$ cat src/rtl/ba_pkg.sv
package ba_pkg;
  typedef enum logic {
    MODE_PROBE  = 1'b0,
    MODE_COMMIT = 1'b1
  } ba_mode_e;

  typedef enum int unsigned {
    RES_THR  = 0,
    RES_SMEM = 1,
    RES_REG  = 2,
    RES_BLK  = 3
  } ba_res_e;

  localparam int unsigned NRES = 4;
endpackage

$ cat src/rtl/ba_pad.sv
module ba_pad #(
  parameter int unsigned WARP = 32,
  parameter int unsigned TW   = 12,
  parameter int unsigned RPW  = 8,
  localparam int unsigned DW  = TW + RPW + 2
) (
  input  logic [TW-1:0]  thr,
  input  logic [RPW-1:0] rpt,
  output logic [TW:0]    span,
  output logic [DW-1:0]  regs
);
  logic [TW:0]  sum;
  logic [RPW:0] rpt_pad;

  assign sum     = {1'b0, thr} + (TW+1)'(WARP - 1);
  assign rpt_pad = ({1'b0, rpt} + (RPW+1)'(3)) & ~(RPW+1)'(3);

  generate
    if ((WARP & (WARP - 1)) == 0) begin : g_mask
      assign span = sum & ~(TW+1)'(WARP - 1);
    end else begin : g_div
      assign span = (TW+1)'((sum / (TW+1)'(WARP)) * (TW+1)'(WARP));
    end
  endgenerate

  assign regs = DW'(span) * DW'(rpt_pad);
endmodule

$ cat src/rtl/ba_ledger.sv
module ba_ledger #(
  parameter int unsigned OW  = 12,
  parameter int unsigned AW  = 13,
  parameter int unsigned CAP = 2048,
  localparam int unsigned MW = ((OW > AW) ? OW : AW) + 1
) (
  input  logic          clk,
  input  logic          rst_n,
  input  logic [AW-1:0] add,
  input  logic [AW-1:0] sub,
  input  logic          do_add,
  input  logic          do_sub,
  output logic          fits,
  output logic          short,
  output logic [OW-1:0] occ
);
  logic [MW-1:0] nxt;

  assign fits  = (MW'(occ) + MW'(add)) <= MW'(CAP);
  assign short = MW'(occ) < MW'(sub);
  assign nxt   = MW'(occ) + (do_add ? MW'(add) : '0) - (do_sub ? MW'(sub) : '0);

  always_ff @(posedge clk) begin
    if (!rst_n) occ <= '0;
    else        occ <= nxt[OW-1:0];
  end
endmodule

$ cat src/rtl/sm_block_admit.sv
module sm_block_admit #(
  parameter int unsigned WARP       = 32,
  parameter int unsigned THREAD_CAP = 2048,
  parameter int unsigned SMEM_CAP   = 65536,
  parameter int unsigned REG_CAP    = 65536,
  parameter int unsigned BLK_CAP    = 32,
  parameter int unsigned RPT_W      = 8,
  localparam int unsigned TCW = $clog2(THREAD_CAP + 1),
  localparam int unsigned SMW = $clog2(SMEM_CAP + 1),
  localparam int unsigned RGW = $clog2(REG_CAP + 1),
  localparam int unsigned BKW = $clog2(BLK_CAP + 1),
  localparam int unsigned DW  = TCW + RPT_W + 2
) (
  input  logic             clk,
  input  logic             rst_n,
  input  logic             req_valid,
  input  logic             req_mode,
  input  logic [TCW-1:0]   req_threads,
  input  logic [SMW-1:0]   req_smem,
  input  logic [RPT_W-1:0] req_rpt,
  output logic [TCW:0]     req_span,
  input  logic             slot_free,
  output logic             req_ok,
  input  logic             rel_valid,
  input  logic [TCW-1:0]   rel_threads,
  input  logic [SMW-1:0]   rel_smem,
  input  logic [RPT_W-1:0] rel_rpt,
  output logic [TCW-1:0]   occ_threads,
  output logic [SMW-1:0]   occ_smem,
  output logic [RGW-1:0]   occ_regs,
  output logic [BKW-1:0]   occ_blocks,
  output logic             err_underflow
);
  import ba_pkg::*;

  logic [TCW:0]          rel_span;
  logic [DW-1:0]         req_regs, rel_regs;
  logic [NRES-1:0]       fits, short;
  logic                  do_add, do_sub, rel_bad;

  ba_pad #(.WARP(WARP), .TW(TCW), .RPW(RPT_W)) u_pad_req (
    .thr(req_threads), .rpt(req_rpt), .span(req_span), .regs(req_regs));

  ba_pad #(.WARP(WARP), .TW(TCW), .RPW(RPT_W)) u_pad_rel (
    .thr(rel_threads), .rpt(rel_rpt), .span(rel_span), .regs(rel_regs));

  assign req_ok  = req_valid & slot_free & (&fits);
  assign do_add  = req_ok & (req_mode == MODE_COMMIT);
  assign rel_bad = rel_valid & (|short);
  assign do_sub  = rel_valid & ~(|short);

  ba_ledger #(.OW(TCW), .AW(TCW+1), .CAP(THREAD_CAP)) u_thr (
    .clk(clk), .rst_n(rst_n), .add(req_span), .sub(rel_span),
    .do_add(do_add), .do_sub(do_sub),
    .fits(fits[RES_THR]), .short(short[RES_THR]), .occ(occ_threads));

  ba_ledger #(.OW(SMW), .AW(SMW), .CAP(SMEM_CAP)) u_smem (
    .clk(clk), .rst_n(rst_n), .add(req_smem), .sub(rel_smem),
    .do_add(do_add), .do_sub(do_sub),
    .fits(fits[RES_SMEM]), .short(short[RES_SMEM]), .occ(occ_smem));

  ba_ledger #(.OW(RGW), .AW(DW), .CAP(REG_CAP)) u_reg (
    .clk(clk), .rst_n(rst_n), .add(req_regs), .sub(rel_regs),
    .do_add(do_add), .do_sub(do_sub),
    .fits(fits[RES_REG]), .short(short[RES_REG]), .occ(occ_regs));

  ba_ledger #(.OW(BKW), .AW(1), .CAP(BLK_CAP)) u_blk (
    .clk(clk), .rst_n(rst_n), .add(1'b1), .sub(1'b1),
    .do_add(do_add), .do_sub(do_sub),
    .fits(fits[RES_BLK]), .short(short[RES_BLK]), .occ(occ_blocks));

  always_ff @(posedge clk) begin
    if (!rst_n) err_underflow <= 1'b0;
    else        err_underflow <= err_underflow | rel_bad;
  end
endmodule

$ cat config.mk
export PLATFORM = sky130hd
export DESIGN_NAME = sm_block_admit
export DESIGN_NICKNAME = d
export VERILOG_FILES = /design/src/rtl/ba_pkg.sv /design/src/rtl/ba_pad.sv /design/src/rtl/ba_ledger.sv /design/src/rtl/sm_block_admit.sv
export SDC_FILE = /design/constraint.sdc
export NUM_CORES = 1
export LEC_CHECK = 0
export BUFFER_PORTS_ARGS = -buffer_cell sky130_fd_sc_hd__buf_2
export CORE_UTILIZATION = 66
export DETAILED_ROUTE_END_ITERATION = 8
export HOLD_SLACK_MARGIN = 0.1
export PLACE_DENSITY = 0.89
export SLEW_MARGIN = 20
export SYNTH_ARGS = -nofsm -noshare
export SYNTH_HDL_FRONTEND = slang
export SYNTH_SLANG_ARGS = --single-unit
$ cat constraint.sdc
create_clock -name clk -period 34.6 [get_ports clk]
set_input_delay 6.92 -clock clk [delete_from_list [all_inputs] [get_ports clk]]
set_output_delay 6.92 -clock clk [all_outputs]
set_load 0.05 [all_outputs]
; Yosys cells after proc, flatten, opt, wreduce, memory -nomap -nowiden
; Cells that the tools add are included.
[classes]
reduce_logical = 2
n_bitwise = 7
magnitude_cmp = 8
n_mux = 8
addsub = 16
mul = 2
[op_table]
columns = cell, count
row1 = $mux 17, 4
row2 = $add 17x17->17, 2
row3 = $sub 17x17->17, 2
row4 = $mul 8x7->15, 2
row5 = $add 12x5->13 const B, 2
row6 = $mux 12, 2
row7 = $add 17x22->23, 1
row8 = $le 23x17->1 const B, 1
row9 = $lt 17x22->1, 1
row10 = $add 17x17->18, 1
row11 = $add 8x2->9 const B, 2
row12 = $le 18x17->1 const B, 1
row13 = $lt 17x17->1, 1
row14 = $add 12x13->14, 1
row15 = $le 14x12->1 const B, 1
row16 = $lt 12x13->1, 1
row17 = $add 12x12->12, 1
row18 = $sub 12x12->12, 1
row19 = $add 6x1->7 const B, 1
row20 = $le 7x6->1 const B, 1
row21 = $add 6x6->6, 1
row22 = $lt 6x1->1 const B, 1
row23 = $sub 6x6->6, 1
row24 = $and 1x1->1, 5
row25 = 5 further kinds, 6
[totals]
register_bits = 53
in_bits = 80
word_cells = 48
out_inout_bits = 67

; Logic depth before layout (Yosys ltp)
; Gate-level depths: netlist of run 1.
[logic_depth]
ltp_word = 10
mapped_depth = 45
depth_no_buf = 43

; Cells and area by module
; From an unflattened synthesis of run 1, not the netlist that was laid out.
[unflattened]
hier_cells = 1711
area_unflattened_um2 = 13500.4
[by_module_without_submodules]
columns = module, instances, area_per_inst_um2, cells_per_inst, seq_area_each_um2
row1 = ba_ledger (u_reg), 1, 3353.2, 431, 340.3
row2 = ba_ledger (u_smem), 1, 3218.1, 422, 340.3
row3 = ba_pad (u_pad_rel), 1, 2134.5, 260, 0.0
row4 = ba_pad (u_pad_req), 1, 2100.8, 259, 0.0
row5 = ba_ledger (u_thr), 1, 2047.0, 261, 240.2
row6 = ba_ledger (u_blk), 1, 569.3, 66, 120.1
row7 = sm_block_admit, 1, 77.6, 12, 20.0

; Worst setup path after synthesis of run 1
; OpenSTA, ideal clock, no wires.
[synth_timing]
kind = input to output
from = input req_threads[3]
to = output req_ok
required_ns = 27.680
arrival_ns = 14.335
path_buffers = 0
cell_stages = 24
setup_slack_ns = 13.345
path_cell_list = or4_4 > nor2_4 > nor2b_4 > nand4_4 > nor2_4 > xor2_1 > nand2_1 > fa_1 > fa_1 > fa_1 > inv_1 > fa_1 > ha_1 > or2_2 > o31a_1 > a31oi_1 > xnor2_1 > ha_1 > and3_1 > a221o_1 > o21a_1 > and4bb_1 > o2111ai_2 > nor4_4
[synth_between]
elab_chain_cells = 6
elab_cells_between_ends = 8
cone_classes = add/sub (3) / mul (1) / order compare (2) / bitwise (1) / reduce/logical (1)
[synth_lines]
columns = item, line_no
row1 = from (decl), sm_block_admit.sv:18  ; input logic [TCW-1:0] req_threads,
row2 = $add 12x5->13 (*), ba_pad.sv:15  ; assign sum = {1'b0, thr} + (TW+1)'(WARP - 1);
row3 = net req_span[10], sm_block_admit.sv:21  ; output logic [TCW:0] req_span,
row4 = $mul 8x7->15, ba_pad.sv:26  ; assign regs = DW'(span) * DW'(rpt_pad);
row5 = $add 17x22->23, ba_ledger.sv:19  ; assign fits = (MW'(occ) + MW'(add)) <= MW'(CAP);
row6 = $le 23x17->1, ba_ledger.sv:19
row7 = $reduce_and 4->1 (*), sm_block_admit.sv:47  ; assign req_ok = req_valid & slot_free & (&fits);
row8 = $and 1x1->1 (*), sm_block_admit.sv:47
row9 = to (decl), sm_block_admit.sv:23  ; output logic req_ok,
; The timed path passes the listed nets; every way through them passes the cells marked *.

; Worst setup path in the final report of run 1
[layout_timing]
from = input req_threads[3]
to = output req_ok
[layout_between]
elab_chain_cells = 6
elab_cells_between_ends = 8
cone_classes = add/sub (3) / mul (1) / order compare (2) / bitwise (1) / reduce/logical (1)
[layout_lines]
columns = item, line_no
row1 = $add 12x5->13 (*), ba_pad.sv:15
row2 = $mul 8x7->15, ba_pad.sv:26
row3 = $add 17x22->23, ba_ledger.sv:19
row4 = $le 23x17->1, ba_ledger.sv:19
row5 = $reduce_and 4->1 (*), sm_block_admit.sv:47
row6 = $and 1x1->1 (*), sm_block_admit.sv:47
; Mark *: on every way between the ends. The rest lies on a longest branch, timed or not.

==> results of run 1 <==
[cell type report]
| type | instances | area [um2] |
|---|---|---|
| fill | 1306 | 4400 |
| sequential | 47 | 941 |
| inverter | 217 | 817 |
| timing repair buffer | 138 | 698 |
| tap | 220 | 275 |
| clock buffer | 6 | 139 |
| multi-input combinational | 1131 | 9360 |
| clock inverter | 2 | 16.3 |
[cells in the final DEF (no fill, tap or decap), types with 6 or more instances in the layout]
cell,instances
nor4_1,8
o211ai_1,6
or3_1,13
xor2_1,34
o21ai_0,45
buf_2,135
nand2_1,119
inv_1,216
dfxtp_1,47
nor3_1,26
nand4_1,7
o31ai_1,6
nand3_1,38
nand2b_1,14
o21bai_1,9
ha_1,186
or2_2,9
conb_1,11
a21oi_1,60
o2111ai_1,9
fa_1,93
nor2b_1,17
and3_1,10
nand2_2,10
and3_2,8
xnor2_1,56
o21a_1,19
a21o_1,18
nor2_1,137
and2_1,40
a31oi_1,11
a211oi_1,17
[worst reg2reg max path, cell delays in order, from the launching register on]
cell       delay, ns
dfxtp_1         0.36
ha_1            0.22
inv_1           0.07
fa_1            0.22
nand2b_1        0.15
a21oi_1         0.11
o41a_1          0.38
or4_1           0.49
a2111oi_1       0.35
a31oi_1         0.35
nor4_4          0.48
and2_1          0.24
buf_4           0.36
nand2_1         0.14
fa_1            0.50
inv_1           0.05
ha_1            0.34
or2_2           0.31
a21oi_1         0.14
a21oi_1         0.09
a41o_1          0.31
o41a_1          0.36
a31o_2          0.28
a31o_2          0.28
or3b_1          0.34
mux2i_1         0.14
a311o_1         0.14
[cells by family after synthesis]
| kind of cell | synth area share |
|---|---|
| AOI/OAI and AO/OA | 0.156 |
| xor gates and xnor gates | 0.0744 |
| adders and majority gates | 0.372 |
| buffers and inverters | 0.0897 |
| DFF | 0.0835 |
| muxes | 0.00355 |
| other | 0.000333 |
| and+or+nand+nor | 0.221 |
[where the power goes]
| part | internal [W] | switching (W) | leakage [nW] | total (W) |
|---|---|---|---|---|
| Combinational | 0.000296 | 0.000410 | 5.71 | 0.000706 |
| Sequential | 0.0000676 | 0.0000192 | 0.385 | 0.0000868 |
| Clock | 0.0000291 | 0.0000259 | 0.0731 | 0.0000550 |
| Total | 0.000393 | 0.000455 | 6.17 | 0.000848 |
[registers in the layout (all words and copies together), names as in the netlist]
| signal | count |
|---|---|
| u_thr.occ | 9 |
| u_smem.occ | 17 |
| u_reg.occ | 14 |
| u_blk.occ | 6 |
| err_underflow | 1 |
[worst max path at each step]
stage	start	endpoint	slack, ns	cells past startpoint
floorplan	req_threads[3]	req_ok	13.35	24
global placement	req_threads[3]	req_ok	13.59	26
detailed placement	req_threads[3]	req_ok	13.43	26
CTS	req_threads[3]	req_ok	13.41	26
global route	req_threads[3]	req_ok	13.06	26
finish	req_threads[3]	req_ok	13.39	26
[through the flow]
step           hold WS, ns   util
2_1_floorplan        0.729      -
3_3_place_gp         0.476  0.726
3_5_place_dp         0.506  0.726
4_1_cts              0.526  0.736
5_1_grt              0.554  0.736
6_report             0.523  0.736
[synth_stat cells (7+ instances only)]
cell         n  area share
inv_1      216       0.072
ha_1       186        0.21
nor2_1     137       0.046
nand2_1    119       0.040
fa_1        93        0.17
a21oi_1     60       0.027
xnor2_1     56       0.044
dfxtp_1     47       0.083
o21ai_0     45       0.020
and2_1      40       0.022
nand3_1     38       0.017
xor2_1      34       0.026
nor3_1      26       0.012
o21a_1      19       0.013
a21o_1      18       0.012
a211oi_1    17       0.011
nor2b_1     17      0.0094
nand2b_1    14      0.0078
or3_1       13      0.0072
clkbuf_1    12      0.0040
a31oi_1     11      0.0061
buf_4       11      0.0073
and3_1      10      0.0055
nand2_2     10      0.0055
o2111ai_1    9      0.0070
o21bai_1     9      0.0060
or2_2        9      0.0050
and3_2       8      0.0053
nor4_1       8      0.0044
nand4_1      7      0.0039
[routing by layer]
layer / global-route usage / part of all wire / vias to the layer above
met5: 0 / 0.00046 / -
met4: 0.122 / 0.034 / 2
met3: 0.0571 / 0.061 / 86
met2: 0.580 / 0.49 / 340
met1: 0.380 / 0.41 / 4975
li1: - / - / 5029
==> impl_metrics.yaml, run 1 <==
route:
  dr.pass1.iters: 5
  ant_nets: 0
  drt-total-wl_mm: 28.0
  via_per_inst: 5.92
  drt_iter0_markers: 517
  wl_per_cell_um: 15.9
  vias: 10400
  drc: 0
outcome:
  outcome: "finished, final reports clean"
grt:
  grt_overflow: 0
  antenna_found_initial: 1
  grt_pass1_wl_mm: 46.1
  grt_pass1_vias: 10200
  grt_max_degree: 52
  track_usage: 0.322
setup_path:
  worstPathMaxFanout: 10
  cp_data_arrival_time_ns: 14.29
  critPathKind: "in -> out"
  worst-r2r-cell-count: 26
  cpMaxStageDelayCell: "xor2_1"
  crit_top_cell: "fa_1"
  critical_path.top_delay_family: "adder cells"
  cp-start-kind: "input pin"
  path_buf_inv: 3
  slowest_delay_ns: 0.61
  regToRegStartpoint: "u_smem.occ[0]$_SDFF_PN0_"
  end_kind: "output pin"
  cp.required_ns: 27.68
  r2r-end: "u_smem.occ[16]$_SDFF_PN0_"
  rrSetupSlack_ns: 27.37
finish:
  finalNonFillerCells: 1761
  nets: 1899
  drive_gt1_frac: 0.127
  diodes: 0
  syn_to_final_growth_pct: 8.62
  fin_area_um2: 12200
yosys:
  syn_inst: 1415
  synth.cell_area_um2: 11300
  synth-seq-area-share: 0.0835
  synth.ff_latch_count: 47
  synth_top_flop_cell: "dfxtp_1"
  synthArstFlopShare: 0
  synthDistinctLibCells: 88
  syn_area_per_cell_um2: 7.97
  yosysWarnings: 0
  synth_edf_count: 0
power:
  pwr_density_cell_nw_per_um2: 69.2
  totalPowerFinal_w: 0.000848
  p_leak_nw: 6.17
  vdd.ir_drop.worst_v: 0.0000414
worst_hold_path:
  hold_depth: 2
  hold_class: "reg -> reg"
  hold_start: "err_underflow$_SDFF_PN0_"
  hold_end: "err_underflow$_SDFF_PN0_"
run:
  maxCapViolations: 0
place:
  post-place-ws_ns: 13.43
  place_inst: 1753
  io_buffers: 135
  place_area_um2: 12100
  place_congestion: 0.926
  dpl.hpwl_mm: 23.3
floorplan:
  core.rowCount: 47
  fp.dieH_um: 133
  die_w_um: 133
  die_area_um2: 17600
  floorplan.initialDensity: 0.677
  io_pins: 147
  core_um2: 16600
sta:
  fin_crit_sh: 0.613
  final_hold_viol_count: 0
  rsz0062_at_grt: "false"
  max_freq_ghz: 0.0472
  skew_ns: 0.0181
  setup_viol: 0
  timing.setup.tns_ns: 0
  period_needed_ns: 21.21
  setup_slack_ns: 13.39
  slew_headroom: 0.383
  drv_slew: 0
  worst_pin_slew_ns: 0.919
cts:
  path_clk_slew_ns: 0.07
  clkSinkCount: 47
  cts-htree-levels: 2
  cts_hold_buffers: 0
  cts_buffer_depth: 2
  clk_latency_ns: 0.31
  postCtsResizedCells: 0
  cts-root-buf: "clkbuf_16"
  cts_tree: "built"
  numCtsBuffers: 5
  post-cts-setup-buffers: 0
No activity file was read; power rests on OpenSTA's default activity.
==> inputs of run 2 (changes only) <==
--- a/config.mk
+++ b/config.mk
@@ -6,10 +6,10 @@
 export NUM_CORES = 1
 export LEC_CHECK = 0
 export BUFFER_PORTS_ARGS = -buffer_cell sky130_fd_sc_hd__buf_2
-export CORE_UTILIZATION = 66
+export CORE_UTILIZATION = 61
 export DETAILED_ROUTE_END_ITERATION = 8
 export HOLD_SLACK_MARGIN = 0.1
-export PLACE_DENSITY = 0.89
+export PLACE_DENSITY = 0.84
 export SLEW_MARGIN = 20
 export SYNTH_ARGS = -nofsm -noshare
 export SYNTH_HDL_FRONTEND = slang
==> constraint.sdc (replaced) <==
create_clock -name clk -period 20.8 [get_ports clk]
set_input_delay 4.16 -clock clk [delete_from_list [all_inputs] [get_ports clk]]
set_output_delay 4.16 -clock clk [all_outputs]
set_load 0.05 [all_outputs]
==> impl_metrics.yaml, run 2 (synthesized netlist as in run 1, its figures left out) <==
outcome:
  outcome: "finished, final reports clean"
setup_path:
  cp-start-kind: "input pin"
  crit_top_cell: "fa_1"
  critical_path.top_delay_family: "adder cells"
  worstPathMaxFanout: 10
  path_buf_inv: 4
  cpMaxStageDelayCell: "nor4_4"
  slowest_delay_ns: 0.56
  cp_data_arrival_time_ns: 11.53
  critPathKind: "in -> out"
  end_kind: "output pin"
  cp.required_ns: 16.64
place:
  place_congestion: 0.938
  dpl.hpwl_mm: 23.8
  place_inst: 1760
  io_buffers: 135
sta:
  timing.setup.tns_ns: 0
  slew_headroom: 0.283
  final_hold_viol_count: 0
  drv_slew: 0
  setup_viol: 0
  skew_ns: 0.0121
  period_needed_ns: 15.69
  fin_crit_sh: 0.754
  rsz0062_at_grt: "false"
  worst_pin_slew_ns: 1.07
  max_freq_ghz: 0.0637
finish:
  diodes: 0
  fin_util: 0.680
  syn_to_final_growth_pct: 8.73
  mostFrequentLayoutCell: "inv_1"
  final_cell_mix: "216 x inv_1, 186 x ha_1, 137 x nor2_1"
  finalNonFillerCells: 1768
  reg_top3: "u_smem.occ (17), u_reg.occ (14), u_thr.occ (9)"
  drive_gt1_frac: 0.126
  nets: 1897
  largest_reg_flops: 17
  largest-register: "u_smem.occ"
power:
  internal-power_w: 0.000663
  clkPwrFrac: 0.073
  power_frac_comb: 0.825
  p_seq_frac: 0.102
  p_leak_nw: 6.17
  pwr_density_cell_nw_per_um2: 116
  power.switching_w: 0.000758
  p_sw_frac: 0.534
  vdd.ir_drop.worst_v: 0.0000787
cts:
  cts_hold_buffers: 0
  postCtsResizedCells: 0
  path_clk_slew_ns: 0.07
  cts_buffer_depth: 2
  post-cts-setup-buffers: 0
  cts-root-buf: "clkbuf_16"
  cts-htree-levels: 2
  cts_tree: "built"
  clk_latency_ns: 0.32
  clkSinkCount: 47
  numCtsBuffers: 5
route:
  dr.pass1.iters: 6
  via_per_inst: 5.92
  ant_nets: 0
  drt_iter0_markers: 790
  drt-total-wl_mm: 28.6
  vias: 10500
  wl_per_cell_um: 16.2
  drc: 0
floorplan:
  floorplan.initialDensity: 0.625
  core.rowCount: 49
  fp.dieH_um: 138
  die_area_um2: 19000
  io_pins: 147
  die_w_um: 138
  core_um2: 18000
grt:
  grt_overflow: 0
  grt_pass1_vias: 10000
  grt_pass1_wl_mm: 46.4
  grt_max_degree: 52
  antenna_found_initial: 0
  track_usage: 0.308
run:
  maxCapViolations: 0
worst_hold_path:
  hold_class: "reg -> reg"
==> run 2: cell types whose count changed in the layout (fill, tap and decap cells not counted) <==
cell	previous run	this run
bufinv_16	0	1
inv_6	0	1
clkinv_4	1	0
buf_4	3	1
clkbuf_8	1	0
==> run 2: worst register-to-register path, stage by stage (launching register included) <==
cell and delay [ns]:
dfxtp_1 0.35, ha_1 0.21, inv_1 0.07, fa_1 0.19, nand2b_1 0.15, a21oi_1 0.11
o41a_1 0.39, or4_1 0.49, a2111oi_1 0.37, a31oi_1 0.34, nor4_4 0.49, and2_1 0.23
buf_4 0.34, nand2_1 0.12, fa_1 0.48, inv_1 0.04, ha_1 0.33, or2_2 0.31
a21oi_1 0.15, a21oi_1 0.08, a41o_1 0.30, o41a_1 0.35, a31o_2 0.27, a31o_2 0.27
or3b_1 0.35, mux2i_1 0.14, a311o_1 0.12
==> run 2: final timing paths <==
check	cells after the start	from	slack, ns	end
hold reg to reg	1	u_thr.occ[3]$_SDFF_PN0_	0.53	u_thr.occ[3]$_SDFF_PN0_
setup / recovery	28	req_threads[3]	5.11	req_ok
hold / removal	1	u_thr.occ[3]$_SDFF_PN0_	0.53	u_thr.occ[3]$_SDFF_PN0_
setup reg to reg	26	u_smem.occ[0]$_SDFF_PN0_	13.71	u_smem.occ[16]$_SDFF_PN0_
==> run 2: metal layers <==
layer,global-route usage,part of all wire,vias to the layer above
met5,0,0,-
met4,0.118,0.030,0
met3,0.0413,0.061,74
met2,0.532,0.48,399
met1,0.389,0.43,4961
li1,-,-,5035
==> run 2: stage by stage <==
step	instance area [um2]	worst slack, ns	power [W]	hold WS [ns]
finish	12300	5.11	0.00142	0.533
detailed placement	12100	5.12	0.00129	0.522
global route	12300	4.76	0.00156	0.566
CTS	12300	5.10	0.00141	0.536
floorplan	11300	5.07	0.00106	0.729
global placement	12100	5.18	0.00127	0.514
==> run 2: area by class of cell <==
class / count / area [um2]
Clock buffer: 5 / 125
Clock inverter: 3 / 46.3
Fill cell: 1533 / 5770
Inverter: 217 / 817
Multi-Input combinational cell: 1131 / 9360
Sequential cell: 47 / 941
Tap cell: 229 / 287
Timing Repair Buffer: 136 / 683
==> run 2: power groups by stage <==
stage / clock network, W / logic, W / registers, W
final: 0.000103 / 0.00117 / 0.000145
after global routing: 0.000107 / 0.00131 / 0.000147
after CTS: 0.000104 / 0.00116 / 0.000144
after detailed placement: 0 / 0.00115 / 0.000146
after global placement: 0 / 0.00112 / 0.000146
after floorplan: 0 / 0.000865 / 0.000200
